--- config.mk ---
export PLATFORM = sky130hd
export DESIGN_NAME = slice_interlock_row
export DESIGN_NICKNAME = d
export VERILOG_FILES = /design/src/rtl/ilk_pkg.sv /design/src/rtl/ilk_entry_ctl.sv /design/src/rtl/ilk_exit_ctl.sv /design/src/rtl/ilk_slice.sv /design/src/rtl/slice_interlock_row.sv
export SDC_FILE = /design/constraint.sdc
export NUM_CORES = 1
export LEC_CHECK = 0
export CAP_MARGIN = 20
export CORE_MARGIN = 2
export CORE_UTILIZATION = 35
export DETAILED_ROUTE_END_ITERATION = 7
export HOLD_SLACK_MARGIN = 0.02
export SLEW_MARGIN = 20
export SYNTH_ARGS = -nofsm -noshare
export SYNTH_HDL_FRONTEND = slang
export SYNTH_HIERARCHICAL = 1
export SYNTH_SLANG_ARGS = --single-unit
--- constraint.sdc ---
create_clock -name clk -period 0.95 [get_ports clk]
set_input_delay 0.1425 -clock clk [delete_from_list [all_inputs] [get_ports clk]]
set_output_delay 0.1425 -clock clk [all_outputs]
set_load 0.01 [all_outputs]
--- src/rtl/ilk_pkg.sv ---
package ilk_pkg;

    // Input-side state of one slice
    typedef struct packed {
        logic full;      // input register holds a word
        logic pend;      // re-initialization requested, not yet granted
        logic init;      // registered initialize command
        logic tts_prev;  // tts_n as sampled at the previous edge
    } entry_st_t;

    // Output-side state of one slice
    typedef struct packed {
        logic req;       // transfer-out requested, word not yet loaded
        logic loaded;    // output register holds a word
        logic ore;       // gated output-valid flag
    } exit_st_t;

    localparam entry_st_t ENTRY_RST = '{full: 1'b0, pend: 1'b0, init: 1'b0, tts_prev: 1'b1};
    localparam exit_st_t  EXIT_RST  = '{req: 1'b0, loaded: 1'b0, ore: 1'b0};

endpackage

--- src/rtl/ilk_entry_ctl.sv ---
module ilk_entry_ctl
    import ilk_pkg::*;
(
    input  logic clk,
    input  logic rst_n,
    input  logic master_i,
    input  logic ien_n_i,
    input  logic tts_n_i,
    input  logic wr_i,
    output logic init_cmd_o,
    output logic full_n_o
);

    entry_st_t st_q, st_d;
    logic      tts_fall, pending, fire;

    always_comb begin
        tts_fall    = st_q.tts_prev & ~tts_n_i;
        pending     = st_q.pend | tts_fall;
        fire        = pending & (master_i | ~ien_n_i);
        st_d.tts_prev = tts_n_i;
        st_d.pend     = pending & ~fire;
        st_d.init     = fire;
        st_d.full     = (st_q.full & ~fire) | wr_i;  // a new word wins over re-init
    end

    always_ff @(posedge clk) begin
        if (!rst_n) st_q <= ENTRY_RST;
        else        st_q <= st_d;
    end

    assign init_cmd_o = st_q.init;
    assign full_n_o   = ~st_q.full;

    // a written word shows as full after the edge
    a_r2_wr_sets_full: assert property (@(posedge clk) disable iff (!rst_n)
        wr_i |=> !full_n_o);

    // an initialize pulse needs the head role or a LOW enable
    a_r5_init_needs_grant: assert property (@(posedge clk) disable iff (!rst_n)
        $rose(init_cmd_o) |-> $past(master_i || !ien_n_i));

    // never two initialize pulses back to back
    a_r4_single_init: assert property (@(posedge clk) disable iff (!rst_n)
        init_cmd_o |=> !init_cmd_o);

endmodule

--- src/rtl/ilk_exit_ctl.sv ---
module ilk_exit_ctl
    import ilk_pkg::*;
(
    input  logic clk,
    input  logic rst_n,
    input  logic master_i,
    input  logic oen_i,
    input  logic pull_i,
    input  logic take_i,
    input  logic stk_rdy_i,
    output logic ore_o
);

    exit_st_t st_q, st_d;
    logic     want, load_now;

    always_comb begin
        want        = st_q.req | pull_i;
        load_now    = want & stk_rdy_i & (~st_q.loaded | take_i);
        st_d.req    = want & ~load_now;
        st_d.loaded = (st_q.loaded & ~take_i) | load_now;
        st_d.ore    = st_d.loaded & (master_i | oen_i);
    end

    always_ff @(posedge clk) begin
        if (!rst_n) st_q <= EXIT_RST;
        else        st_q <= st_d;
    end

    assign ore_o = st_q.ore;

    // a follower raises its flag only after its enable was seen HIGH
    a_r9_slave_order: assert property (@(posedge clk) disable iff (!rst_n)
        $rose(ore_o) |-> (master_i || $past(oen_i)));

    // a follower with its enable LOW keeps the flag LOW
    a_r12_gate_low: assert property (@(posedge clk) disable iff (!rst_n)
        (!master_i && !oen_i) |=> !ore_o);

    // removal with no stack word clears the flag
    a_r10_take_drops: assert property (@(posedge clk) disable iff (!rst_n)
        (take_i && !stk_rdy_i) |=> !ore_o);

endmodule

--- src/rtl/ilk_slice.sv ---
module ilk_slice
    import ilk_pkg::*;
(
    input  logic clk,
    input  logic rst_n,
    input  logic ien_n_i,
    input  logic oen_i,
    input  logic tts_n_i,
    input  logic pull_i,
    input  logic wr_i,
    input  logic take_i,
    input  logic stk_rdy_i,
    output logic init_cmd_o,
    output logic full_n_o,
    output logic ore_o
);

    logic master_d, master_q;

    // Role is sampled only while reset is held
    always_comb begin
        master_d = rst_n ? master_q : ~ien_n_i;
    end

    always_ff @(posedge clk) begin
        master_q <= master_d;
    end

    ilk_entry_ctl u_entry (
        .clk        (clk),
        .rst_n      (rst_n),
        .master_i   (master_q),
        .ien_n_i    (ien_n_i),
        .tts_n_i    (tts_n_i),
        .wr_i       (wr_i),
        .init_cmd_o (init_cmd_o),
        .full_n_o   (full_n_o)
    );

    ilk_exit_ctl u_exit (
        .clk       (clk),
        .rst_n     (rst_n),
        .master_i  (master_q),
        .oen_i     (oen_i),
        .pull_i    (pull_i),
        .take_i    (take_i),
        .stk_rdy_i (stk_rdy_i),
        .ore_o     (ore_o)
    );

    // the role bit does not move outside reset
    a_r1_role_hold: assert property (@(posedge clk) disable iff (!rst_n)
        rst_n |=> $stable(master_q));

endmodule

--- src/rtl/slice_interlock_row.sv ---
module slice_interlock_row #(
    parameter int N_SLICES = 3
) (
    input  logic                clk,
    input  logic                rst_n,
    input  logic                head_ien_n,
    input  logic                head_oen,
    input  logic                tts_n,
    input  logic                pull,
    input  logic [N_SLICES-1:0] wr,
    input  logic [N_SLICES-1:0] take,
    input  logic [N_SLICES-1:0] stk_rdy,
    output logic [N_SLICES-1:0] init_cmd,
    output logic [N_SLICES-1:0] full_n,
    output logic [N_SLICES-1:0] ore,
    output logic                row_ready,
    output logic                row_valid
);

    localparam int LAST = N_SLICES - 1;

    logic [N_SLICES-1:0] ien_chain;
    logic [N_SLICES-1:0] oen_chain;

    for (genvar i = 0; i < N_SLICES; i++) begin : g_slice
        if (i == 0) begin : g_head
            assign ien_chain[i] = head_ien_n;
            assign oen_chain[i] = head_oen;
        end else begin : g_follow
            assign ien_chain[i] = full_n[i-1];
            assign oen_chain[i] = ore[i-1];
        end

        ilk_slice u_slice (
            .clk        (clk),
            .rst_n      (rst_n),
            .ien_n_i    (ien_chain[i]),
            .oen_i      (oen_chain[i]),
            .tts_n_i    (tts_n),
            .pull_i     (pull),
            .wr_i       (wr[i]),
            .take_i     (take[i]),
            .stk_rdy_i  (stk_rdy[i]),
            .init_cmd_o (init_cmd[i]),
            .full_n_o   (full_n[i]),
            .ore_o      (ore[i])
        );
    end

    assign row_ready = full_n[LAST];
    assign row_valid = ore[LAST];

    // the tail gates the row output
    a_r11_row_valid_tail: assert property (@(posedge clk) disable iff (!rst_n)
        row_valid |-> ore[LAST] && (N_SLICES == 1 || ore[0] || $past(ore[0])));

endmodule

After elaboration in Yosys (flattened, before gate mapping)
Index checks and enable logic that the tools add are counted.

Eq/ne operators: 0. $lt $le $gt $ge: 0. Mux-type cells: 0. Shift-type cells: 0. Multiply operators: 0. Reductions and logical operators: 0. Bitwise operators: 63. Add/sub/neg operators: 0. Divide/modulo/power cells: 0.

Operator list (count): $and 1x1->1 (25); $or 1x1->1 (21); $not 1->1 (17).

Register bits: 22. Bits of input ports: 15. Latch bits: 0. ROM bits: 0. Word-level logic and storage cells: 85. Memories: 0. Bits in writable memories: 0.

Logic depth before layout (Yosys ltp)
Gate-level depths: netlist of the first run.

Word-level depth: 7. Mapped depth: 4. Gate-level depth less buffers: 4.

Cells and area by module
Netlist of the first run, hierarchy kept.

By module, submodules not included: ilk_entry_ctl (sequential area each 80.1 um2, instances 3, cells an instance 15, area each 137.6 um2); ilk_exit_ctl (sequential area each 60.1 um2, instances 3, cells an instance 10, area each 106.4 um2); ilk_slice (sequential area each 30.0 um2, instances 3, cells an instance 3, area each 37.5 um2); slice_interlock_row (sequential area each 0.0 um2, instances 1, cells an instance 2, area each 15.0 um2).

Worst setup path before layout of the first run
OpenSTA, ideal clock, no wires.

Kind: reg2reg. Start point: register g_slice[0].u_slice/u_entry/st_q[0] (netlist name). End point: register g_slice[0].u_slice/u_entry/st_q[2] (netlist name). Clock period less this slack: 863 ps. Path buffers: 0. Library setup time: 116 ps. Stages on the path, launching flop included: 4. Path slack: 87 ps. Arrival: 747 ps. Path through: dfxtp_1 > nor2b_1 > or2_1 > and3_1.

Longest elaborated chain between the ends: 5.

RTL lines: start, declared (RTL line ilk_entry_ctl.sv:14) `entry_st_t st_q, st_d;`; start signal, assigned (RTL line ilk_entry_ctl.sv:29) `else st_q <= st_d;`; $and 1x1->1 *; $or 1x1->1 * (RTL line ilk_entry_ctl.sv:19) `pending = st_q.pend | tts_fall;`; $and 1x1->1 (RTL line ilk_entry_ctl.sv:20) `fire = pending & (master_i | ~ien_n_i);`; $not 1->1 (RTL line ilk_entry_ctl.sv:22) `st_d.pend = pending & ~fire;`; $and 1x1->1 * (RTL line ilk_entry_ctl.sv:22).

Mark *: on every way between the ends. The rest lies on a longest branch, timed or not. A chain may end at the register's enable or synchronous reset.

Final worst setup path of the first run
Start point: register g_slice[0].u_slice/u_entry/st_q[3] (netlist name). End point: output full_n[0].

Longest elaborated chain between the ends: 1.

RTL lines: $not 1->1 (RTL line ilk_entry_ctl.sv:33) `assign full_n_o = ~st_q.full;`; end, declared (RTL line slice_interlock_row.sv:14) `output logic [N_SLICES-1:0] full_n,`.

Every way passes these cells.

==> summary.md, run 1 <==
| Metric | Value |
|---|---|
| Hold buffers post-CTS | 0 |
| Sequential Power Share | 54.5% |
| Total Power | around 2.1 mW |
| CP Buf/Inv Count | 2 |
| Area grow syn2layout | 48.62% |
| Final WS setup | -15.03 ps |
| Core box area | 0.002276 sq mm |
| HP Class | input pin to flop |
| Placed insts | around 140 |
| RSZ-0062 raised after global routing | yes |
| Register area share after synthesis | 59.39% |
| Highest routed layer | met4 |
| Fmax | between 1 and 1.5 GHz |
| Boundary pin count | 26 |
| Row cnt | 17 |
| DRT Pass-1 Iters | 4 |
| Die height | about 54 microns |
| First-pass GRT wire length | 2504 microns |
| Routed WL per cell | between 10 and 15 microns |
| Reg clk slew, reported paths | roughly 130 ps |
| Pwr/cell area | 1622 mW/mm^2 |
| Final wirelength | 1526 microns |
| Clock sinks | 24 |
| Clk_lat worst skew | slightly above 300 ps |
| PortBufs | 25 |
| Sequential Area | about 520 sq um |
| Final Cell Area | approximately 0.0013 sq mm |
| Fin cells | between 100 and 150 |
| Post-route clock period utilization | 101.6% |
| Switching Fraction | 22.36% |
| Clk root buf | clkbuf_4 |
| Post-Syn Area per Cell | roughly 10 sq um |
| CP peak stage delay | about 360 ps |
| Clock network power share | between 30% and 40% |
| LEAKAGE | 0.5817 nW |
| Initial antenna violation count | 0 |
| Antenna cells | 0 |
| Syn. warnings | 6 |
| Netlist cell types | 14 |
| CP Max Fanout | 2 |
| Arrival time at the worst endpoint | 820 ps |
| Die area | ~0.0029 sq mm |
| Seq cells post-synth | 24 |
| NetSw | roughly 0.46 mW |
| Peak VDD IR | ~0.9 mV |
| Die width | between 50 and 60 microns |
| Mapped Cells | between 80 and 90 |
| Num CTS Buffers | 3 |
| Remaining Overflow, GRT | 0 |
| Internal power | 1.609 mW |
| Fin crit period | approximately 970 ps |
| Number of global-route vias before repair | approximately 580 |
| Routability Congestion | ~0.73 |
| Critical Path RT | just over 800 ps |
| Comb power frac | about 15% |
| Final hold viol count | 0 |
| TritonCTS clock tree | built |
| CP max-delay cell | dfxtp_2 |
| Worst Tran Pin Value | between 300 and 400 ps |
| Final HPWL DP | 1096 microns |
| DRC | 0 |
| CTS H-tree depth | 1 |
| GRT Util Overall | around an eighth |
| Max Buffers Root-to-Sink | 2 |
| Share of cells above drive strength 1 | 33.90% |
| Wire length on met3 | slightly below 90 microns |
| Cell family with most CP delay | flip-flops |
| Max Clock Skew | between 1 and 1.5 ps |
| Largest net degree at the start of global routing | 25 |
| Area of the multi-input gates | ~340 sq um |
| Iteration-0 DRC Markers | 6 |
| Max_cap viols | 0 |
| Final setup fails | 4 |
| Slew Limit Fails | 0 |
| Failing checks | negative setup slack |
| Startpoint types | flop |
| Vias per cell | roughly 4.6 |
| Via Count | between 600 and 700 |
| Met2 WL | between 700 and 800 microns |
| Mapped Area | approximately 860 sq um |
| ANT nets after route | 0 |
| Nets | roughly 130 |
| Slew HR | roughly 75% |
| Place WS | -346.0 ps |
| Kind of critical path | flop to primary output |
| Syn_nets | a little over 100 |
| Metal-1 WL | ~700 microns |
| Critical path capture point type | primary output |
| Layout fillers | 199 |
| Setup_tns | -32.19 ps |
| Outcome | complete, but fails checks |
| Cell Area, Placed | 0.001180 sq mm |
| CP cell instances | inv_2, buf_6 |
| Initial Utilization | between 30 and 40% |
-- repair_timing --
action                                  in CTS  in global routing
pin swaps                                    0                  6
setup buffers                                0                  0
resized for setup                           59                 17
endpoints found under the setup margin      15                 13
-- routing by layer --
layer	global-route usage, %	up-vias
met3	3.611	4
met4	8.974	0
li1	-	347
met5	0	-
met1	14.34	295
met2	19.75	20
-- power groups by stage --
stage               Sequential [mW]  Combinational (mW)  Clock (mW)
finish                         1.13               0.316       0.628
CTS                            1.12               0.286       0.641
global placement               1.14               0.287           0
detailed placement             1.14               0.294           0
global route                   1.14               0.346       0.679
floorplan                      1.14               0.116           0
-- final cells by class --
| cell class | instances | area share (%) |
|---|---|---|
| Multi-Input combinational cell | 51 | 26.64 |
| Sequential cell | 24 | 40.74 |
| Clock buffer | 4 | 3.722 |
| Inverter | 9 | 2.644 |
| Tap cell | 28 | 2.742 |
| Timing Repair Buffer | 30 | 23.51 |
-- cells in the final DEF (no fill, tap or decap) --
master / Yosys / layout
nor2b_1: 6 / 1
nor2_2: 0 / 1
dfxtp_2: 0 / 8
inv_1: 9 / 6
inv_2: 0 / 3
buf_4: 2 / 4
dlygate4sd2_1: 0 / 1
buf_6: 0 / 9
nand2b_4: 3 / 3
edfxtp_1: 3 / 3
buf_2: 0 / 2
clkbuf_4: 0 / 3
a21oi_1: 9 / 9
or2_1: 3 / 3
o21ai_1: 6 / 6
clkdlybuf4s50_1: 0 / 13
o21ai_0: 9 / 9
buf_12: 0 / 1
dfxtp_1: 21 / 13
nor2b_4: 0 / 5
a21boi_1: 3 / 3
clkbuf_16: 0 / 1
and3_1: 3 / 3
nor2_1: 6 / 5
nand2b_1: 3 / 3
-- worst register-to-register path: stages, from the launching register on --
cell and delay (ps):
dfxtp_2 340, nor2b_4 110, or2_1 240, and3_1 150
-- synthesized netlist by cell type (all sizes together) --
cell / count / share of area (%)
a21boi: 3 / 2.6
buf: 2 / 1.7
nand2b: 6 / 7.0
or2: 3 / 2.2
and3: 3 / 2.2
nor2b: 6 / 4.4
edfxtp: 3 / 10
o21ai: 15 / 8.7
inv: 9 / 3.9
nor2: 6 / 2.6
dfxtp: 21 / 49
a21oi: 9 / 5.2
-- final timing paths --
path | depth (start not counted) | startpoint | to | slack (ps)
setup / recovery | 2 | g_slice[0].u_slice/u_entry/st_q[3] | full_n[0] | -20
hold / removal | 2 | head_ien_n | g_slice[0].u_slice/master_q | 390
setup reg to reg | 3 | g_slice[2].u_slice/u_entry/st_q[0] | g_slice[2].u_slice/u_entry/st_q[2] | 20
hold reg to reg | 2 | g_slice[1].u_slice/u_exit/st_q[1] | g_slice[1].u_slice/u_exit/ore_o | 490
-- state kept, by name, summed over array words and instances, names as in the netlist --
register / cells
g_slice.u_slice/master_q: 3
g_slice.u_slice/u_entry/init_cmd_o: 3
g_slice.u_slice/u_entry/st_q: 9
g_slice.u_slice/u_exit/ore_o: 3
g_slice.u_slice/u_exit/st_q: 6
-- metrics by stage --
step	hold WS, ps	utilization, %
floorplan	215.5	-
global placement	479.6	51.84
detailed placement	475.2	51.84
CTS	256.5	53.05
global route	385.2	56.13
finish	390.0	56.13
-- cells by family (layout without fill, tap and decap cells) --
kind of cell           after synthesis  count (layout)  share of synthesized area, %
buffers and inverters               11              43                         5.676
AO/OA/AOI/OAI                       27              27                         16.59
AND/OR/NAND/NOR                     24              24                         18.34
flip-flops                          24              24                         59.39
Note: power is estimated with default switching activity, not from simulation.
==> run 2: changes to the inputs <==
Settings changed: CORE_UTILIZATION 35 to 44, PLACE_DENSITY set to 0.76.
==> run 2 against run 1 <==
Effect of this change: the run now ends clean; first-iteration DRC count shrank 17%; sequential cell count unchanged; combinational power fell by 4%; largest cell class unchanged; largest power group unchanged.
==> summary.md, run 2 (synthesis gave the netlist of run 1 again) <==
| Metric | Value |
|---|---|
| Final WS setup | 3.770 ps (was -15.03 ps) |
| Max_cap viols | 0 (unchanged) |
| Number of global-route vias before repair | 618 (was 584) |
| Row cnt | 15 (was 17) |
| RSZ-0062 raised after global routing | yes (unchanged) |
| Commonest non-fill, non-tap cell in the layout | dfxtp_1 |
| Final HPWL DP | 1212 microns (was 1096 microns) |
| Layout fillers | 151 (was 199) |
| Cell Area, Placed | 0.001176 sq mm (was 0.001180 sq mm) |
| Initial antenna violation count | 0 (unchanged) |
| Final setup fails | 0 (was 4) |
| Post-CTS setup repair buffer count | 0 (unchanged) |
| Critical Path RT | 810 ps (about the same) |
| Share of cells above drive strength 1 | 27.97% (was 33.90%) |
| Startpoint types | flop (unchanged) |
| Outcome | complete, no violations (was complete, but fails checks) |
| Die height | 48.20 microns (was 53.56 microns) |
| Die area | 0.002323 sq mm (was 0.002868 sq mm) |
| Final wirelength | 1554 microns (was 1526 microns) |
| Worst Tran Pin Value | 210.9 ps (was 370.4 ps) |
| CTS H-tree depth | 1 (unchanged) |
| Clock sinks | 24 (unchanged) |
| ANT nets after route | 0 (unchanged) |
| Placed insts | 139 (was 142) |
| Area of the multi-input gates | 315.3 sq um (was 340.3 sq um) |
| Initial Utilization | 48.21% (was 37.77%) |
| PortBufs | 25 (unchanged) |
| Pwr/cell area | 1532 mW/mm^2 (was 1622 mW/mm^2) |
| Routability Congestion | 0.6928 (was 0.7303) |
| Die width | 48.20 microns (was 53.56 microns) |
| DRT Pass-1 Iters | 4 (unchanged) |
| Biggest regs | g_slice.u_slice/u_entry/st_q x9, g_slice.u_slice/u_exit/st_q x6 (unchanged) |
| Max Buffers Root-to-Sink | 2 (unchanged) |
| TritonCTS clock tree | built (unchanged) |
| Post-route clock period utilization | 99.60% (was 101.6%) |
| Vias per cell | 4.874 (was 4.562) |
| Clk root buf | clkbuf_4 (unchanged) |
| Largest net degree at the start of global routing | 25 (unchanged) |
| Antenna cells | 0 (unchanged) |
| Nets | 134 (unchanged) |
| Final Cell Area | 0.001222 sq mm (was 0.001277 sq mm) |
| Slew Limit Fails | 0 (unchanged) |
| Hold_ws | 147.1 ps (was 390.0 ps) |
| DRC | 0 (unchanged) |
| Core box area | 0.001783 sq mm (was 0.002276 sq mm) |
| Remaining Overflow, GRT | 0 (unchanged) |
| Area grow syn2layout | 42.21% (was 48.62%) |
| First-pass GRT wire length | 2401 microns (was 2504 microns) |
| Boundary pin count | 26 (unchanged) |
| GRT Util Overall | 15.14% (was 12.47%) |
| Arrival time at the worst endpoint | 800 ps (was 820 ps) |
| Critical path capture point type | primary output (unchanged) |
| Via Count | 697 (was 666) |
| Sequential Area | 518.0 sq um (was 520.5 sq um) |
| Clk_lat worst skew | 310 ps (about the same) |
| Place WS | -320.3 ps (was -346.0 ps) |
| Fmax | 1.057 GHz (was 1.036 GHz) |
| Most frequent cells in the layout | 15 x dfxtp_1, 13 x clkdlybuf4s50_1, 9 x o21ai_0, 9 x a21oi_1, 8 x buf_6 (was 13 x dfxtp_1, 13 x clkdlybuf4s50_1, 9 x o21ai_0, 9 x a21oi_1, 9 x buf_6) |
| Largest register FFs | 9 (unchanged) |
| Fin crit period | 946.2 ps (was 965.0 ps) |
| Routed WL per cell | 10.87 microns (was 10.45 microns) |
| Setup_tns | 0 ps (was -32.19 ps) |
| LEAKAGE | 0.5549 nW (was 0.5817 nW) |
| Kind of critical path | flop to primary output (unchanged) |
| HP Class | input pin to flop (unchanged) |
| Fin cells | 143 (was 146) |
| Largest Register | g_slice.u_slice/u_entry/st_q (unchanged) |
| Final hold viol count | 0 (unchanged) |
| Peak VDD IR | 0.8757 mV (was 0.9192 mV) |
| Reg clk slew, reported paths | 120 ps (was 130 ps) |
| CP Max Fanout | 2 (unchanged) |
| Iteration-0 DRC Markers | 5 (was 6) |
| Slew HR | 85.90% (was 75.31%) |
| Num CTS Buffers | 3 (unchanged) |
| Max Clock Skew | 6.903 ps (was 1.249 ps) |
==> run 2: final timing paths <==
| kind | start | endpoint | slack, ps | cells past startpoint |
|---|---|---|---|---|
| setup / recovery | g_slice[2].u_slice/u_entry/st_q[3] | row_ready | 4 | 2 |
| hold / removal | tts_n | g_slice[2].u_slice/u_entry/st_q[0] | 150 | 2 |
| setup reg to reg | g_slice[0].u_slice/u_entry/st_q[0] | g_slice[0].u_slice/u_entry/st_q[2] | 30 | 3 |
| hold reg to reg | g_slice[0].u_slice/u_exit/st_q[1] | g_slice[0].u_slice/u_exit/ore_o | 490 | 2 |
==> run 2: stage by stage <==
| stage | total power, mW | util, % |
|---|---|---|
| 4_1_cts | 1.878 | 66.46 |
| 2_1_floorplan | 1.258 | - |
| 3_3_place_gp | 1.423 | 65.96 |
| 6_report | 1.873 | 68.56 |
| 3_5_place_dp | 1.437 | 65.96 |
| 5_1_grt | 1.960 | 68.56 |
==> run 2: report_power, final <==
group,internal [mW],switching (mW)
Sequential,1.09,0.0335
Clock,0.164,0.280
Combinational,0.182,0.120
==> run 2: per-layer routing <==
metal  global-route usage (%)  share of wire (%)
met1                    16.40                 41
met4                    6.486               0.97
met2                    27.89                 54
met5                        0                  0
met3                    3.333                4.5
==> run 2: cell type report <==
cell class                      instances  area share [%]
Clock buffer                            4           2.149
Timing Repair Buffer                   30           24.36
Sequential cell                        24           42.37
Inverter                                9           2.764
Multi-Input combinational cell         51           25.79
Tap cell                               25           2.559
==> run 2: worst max-delay path: stages, from the launching register on <==
cell and delay [ps]:
dfxtp_2 350, inv_2 40, buf_6 110
==> run 2: repair_timing <==
item,4_1_cts,5_1_grt
resized for setup,59,7
setup endpoints to repair,14,14
hold buffers,0,0
